==> config.mk <==
export PLATFORM = sky130hd
export DESIGN_NAME = cmp_timer
export DESIGN_NICKNAME = d
export VERILOG_FILES = /design/src/rtl/cmpt_pkg.sv /design/src/rtl/cmpt_counter.sv /design/src/rtl/cmpt_channel.sv /design/src/rtl/cmpt_regs.sv /design/src/rtl/cmp_timer.sv
export SDC_FILE = /design/constraint.sdc
export NUM_CORES = 1
export LEC_CHECK = 0
export ABC_AREA = 1
export ABC_CLOCK_PERIOD_IN_PS = 2150
export BUFFER_PORTS_ARGS = -buffer_cell sky130_fd_sc_hd__buf_4
export CAP_MARGIN = 15
export CORE_MARGIN = 2
export CORE_UTILIZATION = 57
export CTS_BUF_LIST = sky130_fd_sc_hd__clkbuf_8
export CTS_CLUSTER_DIAMETER = 150
export DETAILED_ROUTE_END_ITERATION = 10
export HOLD_SLACK_MARGIN = 0.15
export PLACE_DENSITY = 0.79
export SLEW_MARGIN = 15
export SYNTH_ARGS = -nofsm -noshare
export SYNTH_HDL_FRONTEND = slang
export SYNTH_SLANG_ARGS = --single-unit
==> constraint.sdc <==
create_clock -name clk -period 2.15 [get_ports clk]
set_input_delay 0.3225 -clock clk [delete_from_list [all_inputs] [get_ports clk]]
set_output_delay 0.3225 -clock clk [all_outputs]
set_load 0.05 [all_outputs]
==> src/rtl/cmpt_pkg.sv <==
package cmpt_pkg;
  // word index of the fixed registers (byte offset / 4)
  localparam int IDX_CNT  = 4;
  localparam int IDX_STAT = 5;
  localparam int IDX_WDOG = 6;
  localparam int IDX_IEN  = 7;

  typedef enum logic [1:0] {
    BUS_IDLE  = 2'd0,
    BUS_READ  = 2'd1,
    BUS_WRITE = 2'd2
  } bus_op_e;
endpackage

==> src/rtl/cmpt_counter.sv <==
module cmpt_counter #(
  parameter int DATA_W = 32
) (
  input  logic              clk,
  input  logic              rst_n,
  input  logic              tick,
  input  logic              load,
  input  logic [DATA_W-1:0] load_val,
  output logic [DATA_W-1:0] cnt,
  output logic [DATA_W-1:0] cnt_nxt,
  output logic              upd
);
  assign upd     = tick | load;
  assign cnt_nxt = load ? load_val : cnt + DATA_W'(1);

  always_ff @(posedge clk or negedge rst_n) begin
    if (!rst_n)   cnt <= '0;
    else if (upd) cnt <= cnt_nxt;
  end

  a_r6_tick_adds_one: assert property (@(posedge clk) disable iff (!rst_n)
    (tick && !load) |=> (cnt == $past(cnt) + DATA_W'(1)));
  a_r7_hold_when_idle: assert property (@(posedge clk) disable iff (!rst_n)
    (!tick && !load) |=> $stable(cnt));
  a_r8_load_wins: assert property (@(posedge clk) disable iff (!rst_n)
    load |=> (cnt == $past(load_val)));
endmodule

==> src/rtl/cmpt_channel.sv <==
module cmpt_channel #(
  parameter int DATA_W = 32
) (
  input  logic              clk,
  input  logic              rst_n,
  input  logic              wr_cmp,
  input  logic [DATA_W-1:0] wdata,
  input  logic              upd,
  input  logic [DATA_W-1:0] cnt_nxt,
  input  logic              ien,
  input  logic              clr,
  output logic [DATA_W-1:0] cmp_val,
  output logic              hit,
  output logic              status
);
  assign hit = upd && (cnt_nxt == cmp_val);

  always_ff @(posedge clk or negedge rst_n) begin
    if (!rst_n) begin
      cmp_val <= '0;
      status  <= 1'b0;
    end else begin
      if (wr_cmp) cmp_val <= wdata;
      status <= (status & ~clr) | (hit & ien);
    end
  end

  a_r3_disabled_no_event: assert property (@(posedge clk) disable iff (!rst_n)
    (!ien && !status) |=> !status);
  a_r4_clear_drops_bit: assert property (@(posedge clk) disable iff (!rst_n)
    (clr && !hit) |=> !status);
  a_r4_event_beats_clear: assert property (@(posedge clk) disable iff (!rst_n)
    (hit && ien) |=> status);
endmodule

==> src/rtl/cmpt_regs.sv <==
module cmpt_regs
  import cmpt_pkg::*;
#(
  parameter int DATA_W = 32,
  parameter int NUM_CH = 4,
  parameter int ADDR_W = 8,
  parameter int IEN_W  = 12
) (
  input  logic                          clk,
  input  logic                          rst_n,
  input  logic                          req_valid,
  output logic                          req_ready,
  input  logic                          req_write,
  input  logic [ADDR_W-1:0]             req_addr,
  input  logic [DATA_W-1:0]             req_wdata,
  output logic                          rsp_valid,
  output logic [DATA_W-1:0]             rsp_rdata,
  output logic                          rsp_err,
  input  logic [DATA_W-1:0]             cnt,
  input  logic [NUM_CH-1:0][DATA_W-1:0] cmp_vals,
  input  logic [NUM_CH-1:0]             status,
  input  logic                          wd_hit,
  output logic                          load,
  output logic [NUM_CH-1:0]             cmp_wr,
  output logic [NUM_CH-1:0]             stat_clr,
  output logic [NUM_CH-1:0]             ch_en,
  output logic                          wdog_rst_req
);
  localparam int IDX_W = ADDR_W - 2;

  bus_op_e           op;
  logic              aligned;
  logic [IDX_W-1:0]  idx;
  logic              wr_ok;
  logic [IEN_W-1:0]  ien_q;
  logic              wd_q;
  logic              wd_trig;
  logic [DATA_W-1:0] rvalue;
  logic              rerr;

  assign req_ready = 1'b1;
  assign op = !(req_valid && req_ready) ? BUS_IDLE : (req_write ? BUS_WRITE : BUS_READ);
  assign aligned = (req_addr[1:0] == 2'b00);
  assign idx     = req_addr[ADDR_W-1:2];
  assign wr_ok   = (op == BUS_WRITE) && aligned;

  assign load     = wr_ok && (idx == IDX_W'(IDX_CNT));
  assign stat_clr = (wr_ok && (idx == IDX_W'(IDX_STAT))) ? req_wdata[NUM_CH-1:0] : '0;
  assign ch_en    = ien_q[NUM_CH-1:0];
  assign wd_trig  = wd_hit && wd_q;

  for (genvar i = 0; i < NUM_CH; i++) begin : g_wsel
    assign cmp_wr[i] = wr_ok && (idx == IDX_W'(i));
  end

  always_ff @(posedge clk or negedge rst_n) begin
    if (!rst_n) begin
      ien_q        <= '0;
      wd_q         <= 1'b0;
      wdog_rst_req <= 1'b0;
    end else begin
      if (wr_ok && (idx == IDX_W'(IDX_IEN))) ien_q <= req_wdata[IEN_W-1:0];
      wdog_rst_req <= wd_trig;
      if (wd_trig)                                 wd_q <= 1'b0;
      else if (wr_ok && (idx == IDX_W'(IDX_WDOG))) wd_q <= req_wdata[0];
    end
  end

  always_comb begin
    logic found;
    rvalue = '0;
    rerr   = 1'b0;
    found  = 1'b0;
    for (int i = 0; i < NUM_CH; i++) begin
      if (idx == IDX_W'(i)) begin
        rvalue = cmp_vals[i];
        found  = 1'b1;
      end
    end
    if (!found) begin
      if (idx == IDX_W'(IDX_CNT))       rvalue = cnt;
      else if (idx == IDX_W'(IDX_STAT)) rvalue = DATA_W'(status);
      else if (idx == IDX_W'(IDX_WDOG)) rvalue = DATA_W'(wd_q);
      else if (idx == IDX_W'(IDX_IEN))  rvalue = DATA_W'(ien_q);
      else                              rerr   = 1'b1;
    end
    if (!aligned) begin
      rvalue = '0;
      rerr   = 1'b1;
    end
  end

  always_ff @(posedge clk or negedge rst_n) begin
    if (!rst_n) begin
      rsp_valid <= 1'b0;
      rsp_rdata <= '0;
      rsp_err   <= 1'b0;
    end else begin
      rsp_valid <= (op == BUS_READ);
      rsp_rdata <= (op == BUS_READ && !rerr) ? rvalue : '0;
      rsp_err   <= (op == BUS_READ) && rerr;
    end
  end

  a_r5_disarm_on_request: assert property (@(posedge clk) disable iff (!rst_n)
    wdog_rst_req |-> !wd_q);
  a_r5_single_pulse: assert property (@(posedge clk) disable iff (!rst_n)
    wdog_rst_req |=> !wdog_rst_req);
  a_r9_err_with_valid: assert property (@(posedge clk) disable iff (!rst_n)
    rsp_err |-> rsp_valid);
  a_r10_quiet_data: assert property (@(posedge clk) disable iff (!rst_n)
    !rsp_valid |-> (rsp_rdata == '0));
  a_r2_read_latency: assert property (@(posedge clk) disable iff (!rst_n)
    (req_valid && !req_write) |=> rsp_valid);
endmodule

==> src/rtl/cmp_timer.sv <==
module cmp_timer #(
  parameter int DATA_W = 32,
  parameter int NUM_CH = 4,
  parameter int ADDR_W = 8,
  parameter int IEN_W  = 12
) (
  input  logic              clk,
  input  logic              rst_n,
  input  logic              tick_en,
  input  logic              req_valid,
  output logic              req_ready,
  input  logic              req_write,
  input  logic [ADDR_W-1:0] req_addr,
  input  logic [DATA_W-1:0] req_wdata,
  output logic              rsp_valid,
  output logic [DATA_W-1:0] rsp_rdata,
  output logic              rsp_err,
  output logic [NUM_CH-1:0] irq,
  output logic              wdog_rst_req
);
  localparam int WD_CH = NUM_CH - 1;

  logic [DATA_W-1:0]             cnt;
  logic [DATA_W-1:0]             cnt_nxt;
  logic                          upd;
  logic                          load;
  logic [NUM_CH-1:0][DATA_W-1:0] cmp_vals;
  logic [NUM_CH-1:0]             status;
  logic [NUM_CH-1:0]             hit;
  logic [NUM_CH-1:0]             cmp_wr;
  logic [NUM_CH-1:0]             stat_clr;
  logic [NUM_CH-1:0]             ch_en;

  cmpt_counter #(.DATA_W(DATA_W)) u_cnt (
    .clk(clk), .rst_n(rst_n), .tick(tick_en), .load(load), .load_val(req_wdata),
    .cnt(cnt), .cnt_nxt(cnt_nxt), .upd(upd)
  );

  for (genvar i = 0; i < NUM_CH; i++) begin : g_ch
    cmpt_channel #(.DATA_W(DATA_W)) u_ch (
      .clk(clk), .rst_n(rst_n), .wr_cmp(cmp_wr[i]), .wdata(req_wdata),
      .upd(upd), .cnt_nxt(cnt_nxt), .ien(ch_en[i]), .clr(stat_clr[i]),
      .cmp_val(cmp_vals[i]), .hit(hit[i]), .status(status[i])
    );
  end

  cmpt_regs #(.DATA_W(DATA_W), .NUM_CH(NUM_CH), .ADDR_W(ADDR_W), .IEN_W(IEN_W)) u_regs (
    .clk(clk), .rst_n(rst_n),
    .req_valid(req_valid), .req_ready(req_ready), .req_write(req_write),
    .req_addr(req_addr), .req_wdata(req_wdata),
    .rsp_valid(rsp_valid), .rsp_rdata(rsp_rdata), .rsp_err(rsp_err),
    .cnt(cnt), .cmp_vals(cmp_vals), .status(status), .wd_hit(hit[WD_CH]),
    .load(load), .cmp_wr(cmp_wr), .stat_clr(stat_clr), .ch_en(ch_en),
    .wdog_rst_req(wdog_rst_req)
  );

  assign irq = status;

  a_r1_quiet_irq_when_disabled: assert property (@(posedge clk) disable iff (!rst_n)
    ($countones(irq & ~ch_en) <= $countones($past(irq) & ~ch_en)) || !$stable(ch_en));
endmodule

==> results of run 1 <==
-- worst register-to-register path, delay by kind of cell, from the launching register on --
family,cells,cell delay [ps]
DFF,1,400
and+or+nand+nor,13,1590
buffers and inverters,3,380
-- through the flow --
step / hold WS, ps / cell area [µm²] / instances / util [%]
after global placement: 299 / 15300 / 2336 / 70.6
after floorplan: 26.9 / 12500 / 1788 / -
final: 188 / 17100 / 2458 / 78.7
after global routing: 202 / 17100 / 2457 / 78.7
after CTS: 180 / 16900 / 2451 / 78.0
after detailed placement: 304 / 15300 / 2336 / 70.6
-- logic make-up after synthesis --
kind of cell / after synthesis / share of synthesized area (%)
AO/OA/AOI/OAI: 355 / 15.8
AND/OR/NAND/NOR: 881 / 29.4
buffers and inverters: 296 / 9.38
XOR/XNOR: 42 / 2.94
flip-flops: 212 / 42.4
other: 1 / 0.0300
adder cells (fa/ha/maj): 1 / 0.100
-- routing by layer --
metal / up-vias / share of wire (%) / global-route usage, %
li1: 6495 / - / -
met1: 6883 / 39 / 63.6
met2: 1076 / 42 / 65.1
met3: 192 / 15 / 13.4
met4: 0 / 4.3 / 17.2
met5: - / 0 / 0
-- layout make-up --
type	count	share of cell area, %
Clock buffer	51	4.11
Multi-Input combinational cell	1280	37.8
Sequential cell	212	31.1
Antenna cell	1	0.0147
Clock inverter	15	0.872
Tap cell	280	2.05
Timing Repair Buffer	388	18.9
Inverter	231	5.09
-- what timing repair did --
action                     4_1_cts  5_1_grt
gates cloned                     0        0
pin swaps                       43       24
hold buffers                    34        0
setup endpoints to repair        6        9
buffers inserted                15        6
resized for setup               95       36
hold endpoints to repair       215        0
-- sequential cells by signal, indices dropped and copies added (netlist names) --
signal	cells
g_ch.u_ch.cmp_val	128
g_ch.u_ch.status	4
u_cnt.cnt	32
u_regs.ien_q	12
u_regs.rsp_err	1
u_regs.rsp_rdata	32
u_regs.rsp_valid	1
u_regs.wd_q	1
u_regs.wdog_rst_req	1
-- how the worst max path moves through the flow --
stage | slack [ps] | depth (start not counted) | from | to
final | -330 | 16 | u_cnt.cnt[3]$_DFFE_PN0N_ | u_regs.wd_q$_DFFE_PN0P_
after global placement | -630 | 17 | req_addr[2] | g_ch[0].u_ch.status$_DFF_PN0_
after global routing | -480 | 16 | u_cnt.cnt[4]$_DFFE_PN0N_ | u_regs.wd_q$_DFFE_PN0P_
after detailed placement | -620 | 17 | req_addr[2] | g_ch[0].u_ch.status$_DFF_PN0_
after CTS | -200 | 16 | u_cnt.cnt[1]$_DFFE_PN0N_ | g_ch[0].u_ch.status$_DFF_PN0_
after floorplan | 60 | 16 | u_cnt.cnt[0]$_DFFE_PN0N_ | u_regs.wd_q$_DFFE_PN0P_
-- cell usage after synthesis (3+ instances only) --
cell type,number
sky130_fd_sc_hd__nor3_1,12
sky130_fd_sc_hd__buf_6,4
sky130_fd_sc_hd__nand3b_1,8
sky130_fd_sc_hd__nand2_2,17
sky130_fd_sc_hd__nor2_2,3
sky130_fd_sc_hd__o21ai_0,207
sky130_fd_sc_hd__o22ai_1,31
sky130_fd_sc_hd__nand3_1,100
sky130_fd_sc_hd__a221oi_1,4
sky130_fd_sc_hd__nand4_1,15
sky130_fd_sc_hd__nor2_1,166
sky130_fd_sc_hd__clkbuf_1,46
sky130_fd_sc_hd__nand2_1,543
sky130_fd_sc_hd__a22oi_1,11
sky130_fd_sc_hd__o21ai_1,7
sky130_fd_sc_hd__xor2_1,40
sky130_fd_sc_hd__a211oi_1,8
sky130_fd_sc_hd__dfrtp_1,212
sky130_fd_sc_hd__nor2_4,8
sky130_fd_sc_hd__inv_1,227
sky130_fd_sc_hd__a21oi_1,60
sky130_fd_sc_hd__o211ai_1,3
sky130_fd_sc_hd__buf_4,6
sky130_fd_sc_hd__buf_2,8
sky130_fd_sc_hd__o2111ai_1,15
-- power groups by stage --
| stage | Clock, µW | Sequential [µW] | Combinational [µW] |
|---|---|---|---|
| after CTS | 4300 | 4410 | 3330 |
| final | 4310 | 4440 | 3550 |
| after global routing | 4460 | 4460 | 3780 |
| after global placement | 0 | 4460 | 2970 |
| after detailed placement | 0 | 4470 | 3010 |
| after floorplan | 0 | 4470 | 1400 |
==> impl_summary.log, run 1 <==
INFO  metric layout_fillers = 1499
INFO  metric finalHoldViolations = 0
INFO  metric failed_checks = setup timing
INFO  metric wire_length_of_the_first_global_routing_pass = around 80000 µm
INFO  metric overflow = 0
INFO  metric power.sequential.fraction = ~36%
INFO  metric post_synth.cell_area_avg = 7.00 µm²
INFO  metric grt_max_degree = 65
INFO  metric min_from = req_valid
INFO  metric rows = 54
INFO  metric pre_cts_slack = -622 ps
INFO  metric sort_of_element_at_the_end_of_the_critical_path = flop
INFO  metric cts_buffer_depth = 3
INFO  metric synth_cells = 1788
INFO  metric clock-skew-final = 42.5 ps
INFO  metric worstPathRequired = 2580 ps
INFO  metric die_height = about 150 µm
INFO  metric gr-usage-all-layers = ~45%
INFO  metric ys_warn_count = 0
INFO  metric synth_top_area_share = a little over two fifths
INFO  metric grt_pass1_vias = ~14000
INFO  metric critPathSlowestCell = sky130_fd_sc_hd__dfrtp_1
INFO  metric cp.arrival = around 2900 ps
INFO  metric core_area = ~0.022 mm²
INFO  metric timing.reg2reg.setup_slack = -330 ps
INFO  metric min_period_over_period = 116%
INFO  metric crit_family = simple AND/OR/NAND/NOR gates
INFO  metric worst_skew_pair.late_latency = roughly 570 ps
INFO  metric power.net_switching = 4180 µW
INFO  metric clk_transition_reported_paths = roughly 60 ps
INFO  metric achievable-frequency = 402 MHz
INFO  metric final_common_cell = sky130_fd_sc_hd__nand2_1
INFO  metric vias_per_cell = 5.96
INFO  metric detailedRoute.firstIterationViolations = between 2000 and 2500
INFO  metric sw_frac_of_total = roughly 34%
INFO  metric max_stage_delay = 400 ps
INFO  metric cp_cell_sequence = nand2_4 > buf_4 > nor2_4 > nand2_4 > nor2_4 > nand2_2 > nand2_1 > nand3_2 > buf_4 > nand3_1 > nand3_1 > nand3b_1 > nor2_2 > nand4_1 > nand2_1 > inv_1
INFO  metric post-route-drc-count = 0
INFO  metric critical_path.reg2reg.endpoint = u_regs.wd_q$_DFFE_PN0P_
INFO  metric route.vias.total = around 15000
INFO  metric power.share.clock = approximately a third
INFO  metric cap_viol_max_count = 0
INFO  metric critical_path.reg2reg.startpoint = u_cnt.cnt[3]$_DFFE_PN0N_
INFO  metric critical_path_buf_inv_count = 3
INFO  metric setup_total_negative_slack = -1810 ps
INFO  metric min_delay_path_depth = 4
INFO  metric drt_total_wl = around 53000 µm
INFO  metric drtAntennaViolNets = 0
INFO  metric leakage = between 0.008 and 0.009 µW
INFO  metric worstSetupStartpointType = flop
INFO  metric yosysTopAreaCell = sky130_fd_sc_hd__dfrtp_1
INFO  metric worst-slew-pin-transition = between 700 and 800 ps
INFO  metric cts_made_buffers = 38
INFO  metric synth_top_area_cells = sky130_fd_sc_hd__dfrtp_1 42%, sky130_fd_sc_hd__nand2_1 16%, sky130_fd_sc_hd__o21ai_0 8.3%
INFO  metric internal_power = ~8100 µW
INFO  metric async_reset_ff_share = 100%
INFO  metric post-layout-total-power = about 12000 µW
INFO  metric min_delay_worst_endpoint = u_regs.rsp_err$_DFF_PN0_
INFO  metric ir_drop = 885 µV
INFO  metric run_status = finished with violations
INFO  metric io-pin-count = 85
INFO  metric clockRootBuffer = sky130_fd_sc_hd__clkbuf_8
INFO  metric die-width = 152 µm
INFO  metric place_hpwl = 38400 µm
INFO  metric ff2ff_path_depth = 16
INFO  metric antenna_found_initial = 0
INFO  metric synth-edff-count = 0
INFO  metric floorplan.initialDensity = around 58%
INFO  metric syn-cell-area = 0.0125 mm²
INFO  metric number_of_optimization_iterations_in_the_first_detailed_route_pass = 6
INFO  metric rsz_0062_raised_after_global_routing = true
INFO  metric fp.dieArea = between 0.02 and 0.025 mm²
INFO  metric share_comb_of_total_power = between 20 and 30%
INFO  metric h_tree_levels = 2
INFO  metric wl_per_cell = 21.5 µm
INFO  metric cts.sink_count = roughly 210
INFO  metric net_count_of_the_finished_layout = approximately 2200
INFO  metric port_buffers = slightly above 80
INFO  metric mappedNetlistNets = around 1800
INFO  metric min_path_type = in2reg
INFO  metric post_layout_minimum_cycle_time = approximately 2500 ps
INFO  metric tritoncts_clock_tree = done
INFO  metric regArea = approximately 0.0053 mm²
INFO  metric final_max_slew_viol_count = 0
INFO  metric synth_cell_types = 44
INFO  metric critPathKind = reg2reg
INFO  metric layout_cells_sized_above_1 = 25.5%
INFO  metric signed_area_change_from_the_synthesized_netlist_to_the_final_layout = 36.4%
INFO  metric synth.ff_latch_count = 212
INFO  metric ys_seq_area_share = a little over two fifths
INFO  metric final.setup.worst_slack = -335 ps
INFO  metric cp_max_fo = 7
INFO  metric power_per_cell_area = 720 mW/mm²
INFO  metric multi_input_comb_area = around 0.0065 mm²
INFO  metric setup_violations = 6
INFO  metric mostFrequentLayoutCells = 503 x sky130_fd_sc_hd__nand2_1, 335 x sky130_fd_sc_hd__buf_4, 227 x sky130_fd_sc_hd__inv_1
INFO  metric max-slew-margin-rel = about half
INFO  metric gp_routability_congestion = approximately 1.1
INFO  metric postSynth.topFlopCell = sky130_fd_sc_hd__dfrtp_1
Power figures use the tool's default switching activity.
==> inputs of run 2 (changes only) <==
--- a/config.mk
+++ b/config.mk
@@ -7,13 +7,13 @@
 export LEC_CHECK = 0
 export ABC_AREA = 1
 export ABC_CLOCK_PERIOD_IN_PS = 2150
-export BUFFER_PORTS_ARGS = -buffer_cell sky130_fd_sc_hd__buf_4
 export CAP_MARGIN = 15
 export CORE_MARGIN = 2
-export CORE_UTILIZATION = 57
+export CORE_UTILIZATION = 60
 export CTS_BUF_LIST = sky130_fd_sc_hd__clkbuf_8
 export CTS_CLUSTER_DIAMETER = 150
 export DETAILED_ROUTE_END_ITERATION = 10
+export DONT_BUFFER_PORTS = 1
 export HOLD_SLACK_MARGIN = 0.15
 export PLACE_DENSITY = 0.79
 export SLEW_MARGIN = 15
==> run 2 against run 1 <==
Effect of this change:
- total power decreased by 3.1%
- critical path depth is the same
- highest routed layer unchanged
- clock power is 10% lower
- die area fell by 4.9%
- worst hold slack got worse by 730 ps
- combinational power about the same
- critical path type unchanged
- wire length increased by 0.27%
- sequential power about the same
- the run ends with hold timing, setup timing left
- maximum frequency is 0.80% lower
==> impl_summary.log, run 2 (synthesis results as in run 1) <==
INFO  metric run_status = finished with violations
INFO  metric failed_checks = hold timing, setup timing
INFO  metric place_hpwl = 37100 µm (-3.3%)
INFO  metric grt_max_degree = 213 (+230%)
INFO  metric worstSetupStartpointType = flop
INFO  metric dpl-instance-area = 0.0145 mm² (-5.3%)
INFO  metric fp.dieArea = 0.0220 mm² (-4.9%)
INFO  metric critical_path.reg2reg.startpoint = u_cnt.cnt[6]$_DFFE_PN0N_
INFO  metric max-slew-margin-rel = 52.7% (+3.4 points)
INFO  metric wl_per_cell = 22.3 µm (+4.1%)
INFO  metric signed_area_change_from_the_synthesized_netlist_to_the_final_layout = 32.3%
INFO  metric io-pin-count = 85 (unchanged)
INFO  metric min_path_type = in2async
INFO  metric clock-skew-final = 34.5 ps (-8.04 ps)
INFO  metric sort_of_element_at_the_end_of_the_critical_path = flop
INFO  metric cts.sink_count = 212 (unchanged)
INFO  metric die_height = 148 µm (-2.5%)
INFO  metric setup_violations = 6 (unchanged)
INFO  metric power_per_cell_area = 720 mW/mm² (about the same)
INFO  metric fin_area = 0.0166 mm² (-3.1%)
INFO  metric cts_buffer_depth = 3 (unchanged)
INFO  metric critical_path.reg2reg.endpoint = g_ch[3].u_ch.status$_DFF_PN0_
INFO  metric min_period_over_period = 116% (+0.93 points)
INFO  metric overflow = 0 (unchanged)
INFO  metric core_area = 0.0204 mm² (-6.1%)
INFO  metric die-width = 148 µm (-2.5%)
INFO  metric wire_length_of_the_first_global_routing_pass = 79400 µm (-0.95%)
INFO  metric cap_viol_max_count = 0 (unchanged)
INFO  metric leakage = 0.00819 µW (-4.7%)
INFO  metric worst-slew-pin-transition = 710 ps (-43.7 ps)
INFO  metric critPathKind = reg2reg
INFO  metric cts_hold_repair.buffers = 37 (+8.8%)
INFO  metric mostFrequentLayoutCells = 489 x sky130_fd_sc_hd__nand2_1, 247 x sky130_fd_sc_hd__buf_4, 234 x sky130_fd_sc_hd__inv_1
INFO  metric rows = 52 (-3.7%)
INFO  metric drtAntennaViolNets = 0 (unchanged)
INFO  metric grt_pass1_vias = 13900 (-1.6%)
INFO  metric net_count_of_the_finished_layout = 2120 (-3.5%)
INFO  metric ir_drop = 595 µV (-33%)
INFO  metric post_layout_minimum_cycle_time = 2500 ps (+20.1 ps)
INFO  metric worstPathRequired = 2650 ps (+70 ps)
INFO  metric cp_max_fo = 7 (unchanged)
INFO  metric port_buffers = 0 (-100%)
INFO  metric post-route-drc-count = 0 (unchanged)
INFO  metric cts_made_buffers = 38 (unchanged)
INFO  metric largest_register_ffs = 128 (unchanged)
INFO  metric worst_skew_pair.late_latency = 570 ps (about the same)
INFO  metric cp.arrival = 3010 ps (+90 ps)
INFO  metric gp_routability_congestion = 1.06 (-1.1%)
INFO  metric finalHoldViolations = 212 (+212)
INFO  metric largest_registers = g_ch.u_ch.cmp_val: 128 flops, u_cnt.cnt: 32 flops, u_regs.rsp_rdata: 32 flops
INFO  metric vias_per_cell = 6.13 (+2.9%)
INFO  metric layout_cells_sized_above_1 = 23.6% (-1.9 points)
INFO  metric antenna_found_initial = 0 (unchanged)
INFO  metric largest_register_by_flop_count = g_ch.u_ch.cmp_val
INFO  metric route.vias.total = 14500 (-0.92%)
INFO  metric diodes = 0 (-1)
INFO  metric tritoncts_clock_tree = done
INFO  metric clockRootBuffer = sky130_fd_sc_hd__clkbuf_8
INFO  metric ff2ff_path_depth = 16 (unchanged)
INFO  metric floorplan.initialDensity = 61.4% (+3.8 points)
INFO  metric detailedRoute.firstIterationViolations = 1940 (-4.4%)
INFO  metric timing.reg2reg.setup_slack = -350 ps (-20 ps)
INFO  metric rsz_0062_raised_after_global_routing = true
INFO  metric final.setup.worst_slack = -355 ps (-20.1 ps)
INFO  metric achievable-frequency = 399 MHz (-0.80%)
INFO  metric drt_total_wl = 52900 µm (+0.27%)
INFO  metric final_max_slew_viol_count = 0 (unchanged)
INFO  metric gr-usage-all-layers = 47.9% (+3.0 points)
INFO  metric clk_transition_reported_paths = 70 ps (about the same)
INFO  metric h_tree_levels = 2 (unchanged)
INFO  metric number_of_optimization_iterations_in_the_first_detailed_route_pass = 6 (unchanged)
INFO  metric holdWs = -537 ps (-725 ps)
INFO  metric final_common_cell = sky130_fd_sc_hd__nand2_1
run 2: what timing repair did:
item | in CTS | in global routing
hold endpoints to repair | 360 | 212
setup endpoints to repair | 7 | 13
gates resized for setup | 91 | 91
pin swaps | 38 | 48
setup buffers | 23 | 16
run 2: worst max-delay path, stage by stage (launching register included):
cell,delay [ps]
sky130_fd_sc_hd__dfrtp_1,430
sky130_fd_sc_hd__nand2_2,110
sky130_fd_sc_hd__nor2_2,200
sky130_fd_sc_hd__nand2_1,150
sky130_fd_sc_hd__nor2_4,260
sky130_fd_sc_hd__buf_6,150
sky130_fd_sc_hd__nand3_4,60
sky130_fd_sc_hd__nand3_4,100
sky130_fd_sc_hd__nand2_4,80
sky130_fd_sc_hd__buf_6,140
sky130_fd_sc_hd__nand2_2,50
sky130_fd_sc_hd__nand2_1,50
sky130_fd_sc_hd__nor2_1,100
sky130_fd_sc_hd__nand2_1,70
sky130_fd_sc_hd__nor3_2,180
sky130_fd_sc_hd__nand4_1,200
sky130_fd_sc_hd__nand2_1,110
run 2: area by class of cell:
type | instances | area [µm²]
Inverter | 231 | 872
Fill cell | 1348 | 3810
Multi-Input combinational cell | 1280 | 6660
Timing Repair Buffer | 311 | 2640
Tap cell | 270 | 338
Sequential cell | 212 | 5310
Clock inverter | 17 | 105
Clock buffer | 46 | 633
run 2: worst max path at each step:
stage | from | endpoint
final | u_cnt.cnt[6]$_DFFE_PN0N_ | g_ch[3].u_ch.status$_DFF_PN0_
after global routing | u_cnt.cnt[8]$_DFFE_PN0N_ | g_ch[3].u_ch.status$_DFF_PN0_
after CTS | u_cnt.cnt[1]$_DFFE_PN0N_ | g_ch[3].u_ch.status$_DFF_PN0_
after detailed placement | u_cnt.cnt[5]$_DFFE_PN0N_ | g_ch[3].u_ch.status$_DFF_PN0_
after global placement | u_cnt.cnt[5]$_DFFE_PN0N_ | g_ch[3].u_ch.status$_DFF_PN0_
after floorplan | u_cnt.cnt[0]$_DFFE_PN0N_ | u_regs.wd_q$_DFFE_PN0P_
run 2: routing by layer:
metal / GRT usage, % / part of all wire (%) / vias to the layer above
met4: 19.4 / 4.9 / 0
met5: 0 / 0 / -
met3: 17.6 / 17 / 238
met1: 66.0 / 37 / 6707
met2: 68.6 / 42 / 1241
li1: - / - / 6325
run 2: where the power goes:
group	total [µW]	switching (µW)	internal, µW
logic	3570	2050	1520
clock network	3880	1830	2050
registers	4460	252	4210
run 2: metrics by stage:
step	TNS (ps)	std cells	worst slack [ps]	utilization, %	power, µW
after floorplan	0	1788	55.5	-	5870
after global placement	-15170	2229	-564	71.2	7270
after detailed placement	-20480	2229	-626	71.2	7300
after CTS	-942	2352	-201	79.1	11400
after global routing	-3040	2367	-498	81.3	12300
final	-1780	2367	-355	81.3	11900
==> inputs of run 3 (changes only) <==
--- a/config.mk
+++ b/config.mk
@@ -6,16 +6,16 @@
 export NUM_CORES = 1
 export LEC_CHECK = 0
 export ABC_AREA = 1
-export ABC_CLOCK_PERIOD_IN_PS = 2150
+export ABC_CLOCK_PERIOD_IN_PS = 2600
 export CAP_MARGIN = 15
 export CORE_MARGIN = 2
-export CORE_UTILIZATION = 60
+export CORE_UTILIZATION = 64
 export CTS_BUF_LIST = sky130_fd_sc_hd__clkbuf_8
 export CTS_CLUSTER_DIAMETER = 150
 export DETAILED_ROUTE_END_ITERATION = 10
 export DONT_BUFFER_PORTS = 1
 export HOLD_SLACK_MARGIN = 0.15
-export PLACE_DENSITY = 0.79
+export PLACE_DENSITY = 0.8
 export SLEW_MARGIN = 15
 export SYNTH_ARGS = -nofsm -noshare
 export SYNTH_HDL_FRONTEND = slang
==> constraint.sdc (replaced) <==
create_clock -name clk -period 2.6 [get_ports clk]
set_input_delay 0.39 -clock clk [delete_from_list [all_inputs] [get_ports clk]]
set_output_delay 0.39 -clock clk [all_outputs]
set_load 0.05 [all_outputs]
==> run 3 against run 2 <==
Effect of this change:
- the flow finishes with violations (hold timing)
- wire length fell by 8.6%
- die area fell by 6.1%
- total power fell by 24%
- global-route usage fell by 0.48 points
- final cell count fell by 7.6%
- utilization fell by 5.7 points
- maximum frequency fell by 0.78%
- critical path depth rose by 1
- sequential power fell by 17%
- flip-flop and latch count did not move
- setup slack improved by 430 ps
- first-iteration DRC count rose by 6.3%
- critical path type unchanged
- critical endpoint is now g_ch[0].u_ch.status$_DFF_PN0_
==> impl_summary.log, run 3 (synthesis results as in run 1) <==
INFO  metric tritoncts_clock_tree = done
INFO  metric overflow = 0 (unchanged)
INFO  metric wl_per_cell = 22.1 µm (-1.0%)
INFO  metric cts_hold_repair.buffers = 35 (-5.4%)
INFO  metric setup_total_negative_slack = 0 ps (+1780 ps)
INFO  metric worst-slew-pin-transition = 664 ps (-45.9 ps)
INFO  metric cts_made_buffers = 38 (unchanged)
INFO  metric drtAntennaViolNets = 0 (unchanged)
INFO  metric achievable-frequency = 396 MHz (-0.78%)
INFO  metric port_buffers = 0 (unchanged)
INFO  metric clk_transition_reported_paths = 60 ps (about the same)
INFO  metric floorplan.initialDensity = 64.7% (+3.3 points)
INFO  metric run_status = finished with violations
INFO  metric multi_input_comb_area = 0.00616 mm² (-7.5%)
INFO  metric clockRootBuffer = sky130_fd_sc_hd__clkbuf_8
INFO  metric fp.dieArea = 0.0207 mm² (-6.1%)
INFO  metric largest_register_by_flop_count = g_ch.u_ch.cmp_val
INFO  metric cts.sink_count = 212 (unchanged)
INFO  metric core_area = 0.0193 mm² (-5.1%)
INFO  metric setup_violations = 0 (-6)
INFO  metric layout_fillers = 1487 (+10%)
INFO  metric post_layout_minimum_cycle_time = 2520 ps (+19.6 ps)
INFO  metric layout_cells_sized_above_1 = 11.9% (-12 points)
INFO  metric post-route-drc-count = 0 (unchanged)
INFO  metric route.vias.total = 13600 (-6.0%)
INFO  metric grt_max_degree = 213 (unchanged)
INFO  metric cp.arrival = 3000 ps (about the same)
INFO  metric place_hpwl = 33600 µm (-9.4%)
INFO  metric gr-usage-all-layers = 47.4% (-0.48 points)
INFO  metric power_per_cell_area = 620 mW/mm² (-14%)
INFO  metric gp_routability_congestion = 1.05 (-1.2%)
INFO  metric worstSetupStartpointType = flop
INFO  metric min_period_over_period = 97.1% (-19 points)
INFO  metric cap_viol_max_count = 0 (unchanged)
INFO  metric number_of_optimization_iterations_in_the_first_detailed_route_pass = 6 (unchanged)
INFO  metric die-width = 144 µm (-3.1%)
INFO  metric antenna_found_initial = 3 (+3)
INFO  metric signed_area_change_from_the_synthesized_netlist_to_the_final_layout = 16.8%
INFO  metric sort_of_element_at_the_end_of_the_critical_path = flop
INFO  metric h_tree_levels = 2 (unchanged)
INFO  metric drt_total_wl = 48300 µm (-8.6%)
INFO  metric vias_per_cell = 6.24 (+1.7%)
INFO  metric detailedRoute.firstIterationViolations = 2062 (+6.3%)
INFO  metric die_height = 144 µm (-3.1%)
INFO  metric clock-skew-final = 47.0 ps (+12.5 ps)
INFO  metric regArea = 0.00531 mm² (about the same)
INFO  metric finish.utilization = 75.6% (-5.7 points)
INFO  metric max-slew-margin-rel = 55.7% (+3.1 points)
INFO  metric critical_path.reg2reg.startpoint = u_cnt.cnt[0]$_DFFE_PN0N_
INFO  metric worstPathRequired = 3070 ps (+420 ps)
INFO  metric critPathKind = reg2reg
INFO  metric leakage = 0.00720 µW (-12%)
INFO  metric final_common_cell = sky130_fd_sc_hd__nand2_1
INFO  metric finalHoldViolations = 212 (unchanged)
INFO  metric critical_path.reg2reg.endpoint = g_ch[0].u_ch.status$_DFF_PN0_
INFO  metric critical_path_buf_inv_count = 3 (+1)
INFO  metric cts_buffer_depth = 3 (unchanged)
INFO  metric min_path_type = in2async
INFO  metric largest_register_ffs = 128 (unchanged)
INFO  metric final_max_slew_viol_count = 0 (unchanged)
INFO  metric io-pin-count = 85 (unchanged)
INFO  metric failed_checks = hold timing
INFO  metric grt_pass1_vias = 12600 (-9.2%)
INFO  metric crit_family = simple AND/OR/NAND/NOR gates
INFO  metric ir_drop = 667 µV (+12%)
INFO  metric holdWs = -438 ps (+99.0 ps)
INFO  metric cp_max_fo = 4 (-3)
INFO  metric critPathSlowestCell = sky130_fd_sc_hd__dfrtp_1
INFO  metric wire_length_of_the_first_global_routing_pass = 72700 µm (-8.4%)
INFO  metric rows = 51 (-1.9%)
INFO  metric ff2ff_path_depth = 17 (+1)
INFO  metric max_stage_delay = 390 ps (-40 ps)
INFO  metric rsz_0062_raised_after_global_routing = true
INFO  metric mostFrequentLayoutCells = 531 x sky130_fd_sc_hd__nand2_1, 237 x sky130_fd_sc_hd__inv_1, 207 x sky130_fd_sc_hd__o21ai_0, 207 x sky130_fd_sc_hd__dfrtp_1, 152 x sky130_fd_sc_hd__nor2_1
INFO  metric largest_registers = g_ch.u_ch.cmp_val: 128 flops, u_cnt.cnt: 32 flops, u_regs.rsp_rdata: 32 flops
INFO  metric net_count_of_the_finished_layout = 1941 (-8.4%)
INFO  metric cp_cell_sequence = ha_1 > nand2_2 > inv_1 > nor2_2 > nand2_1 > nand2_2 > buf_4 > inv_1 > nand2_1 > nand4_1 > nor2_2 > nand2_1 > nor2_2 > nand3_1 > nor2_2 > nand3_1 > nand2_1
INFO  metric timing.reg2reg.setup_slack = 80 ps (+430 ps)
INFO  metric worst_skew_pair.late_latency = 570 ps (about the same)
## run 3: cell count changes in the layout (fill, tap and decap cells not counted), moves of 14 or more
cell / change
sky130_fd_sc_hd__nand2_1: +42
sky130_fd_sc_hd__nand3_1: +15
sky130_fd_sc_hd__nor2_1: +17
sky130_fd_sc_hd__nand2_2: -29
sky130_fd_sc_hd__buf_6: -14
sky130_fd_sc_hd__buf_4: -158
## run 3: routing by layer
metal	global-route usage, %	up-vias	share of wire, %
met5	0	-	0.035
met4	19.8	2	5.2
met3	16.4	238	17
met2	66.8	1174	41
met1	66.4	6247	37
li1	-	5976	-
## run 3: worst max path at each step
stage / start / to / slack (ps) / cells past startpoint
after CTS: u_cnt.cnt[1]$_DFFE_PN0N_ / g_ch[1].u_ch.status$_DFF_PN0_ / 10 / 17
after floorplan: u_cnt.cnt[0]$_DFFE_PN0N_ / u_regs.wd_q$_DFFE_PN0P_ / 510 / 16
final: u_cnt.cnt[0]$_DFFE_PN0N_ / g_ch[0].u_ch.status$_DFF_PN0_ / 80 / 17
after global placement: req_addr[7] / g_ch[0].u_ch.status$_DFF_PN0_ / -160 / 17
after global routing: u_cnt.cnt[9]$_DFFE_PN0N_ / u_regs.wdog_rst_req$_DFF_PN0_ / -30 / 14
after detailed placement: req_addr[7] / g_ch[0].u_ch.status$_DFF_PN0_ / -160 / 17
## run 3: stage by stage
step	power, µW	cells	cell area (µm²)	setup WS, ps
5_1_grt	9370	2186	14600	-33.0
3_3_place_gp	5560	2078	13300	-155
2_1_floorplan	4850	1788	12500	505
6_report	9060	2187	14600	75.8
4_1_cts	8850	2181	14500	11.1
3_5_place_dp	5590	2078	13300	-157
## run 3: final cells by class
cell class | count | area share (%)
inverter | 231 | 5.93
multi-input combinational | 1280 | 42.1
antenna | 1 | 0.0171
timing repair buffer | 132 | 8.06
clock buffer | 46 | 4.33
tap | 265 | 2.27
sequential | 212 | 36.3
clock inverter | 20 | 0.967
## run 3: report_power, final
part	internal [µW]	leakage [µW]	switching, µW
Combinational	725	0.00412	1360
Clock	1800	0.000444	1460
Sequential	3490	0.00263	231
## run 3: timing repair
action                     4_1_cts  5_1_grt
resized for setup                1       36
hold endpoints to repair       352      212
buffers inserted                 2        5
setup endpoints to repair        5        6
pin swaps                        1        3
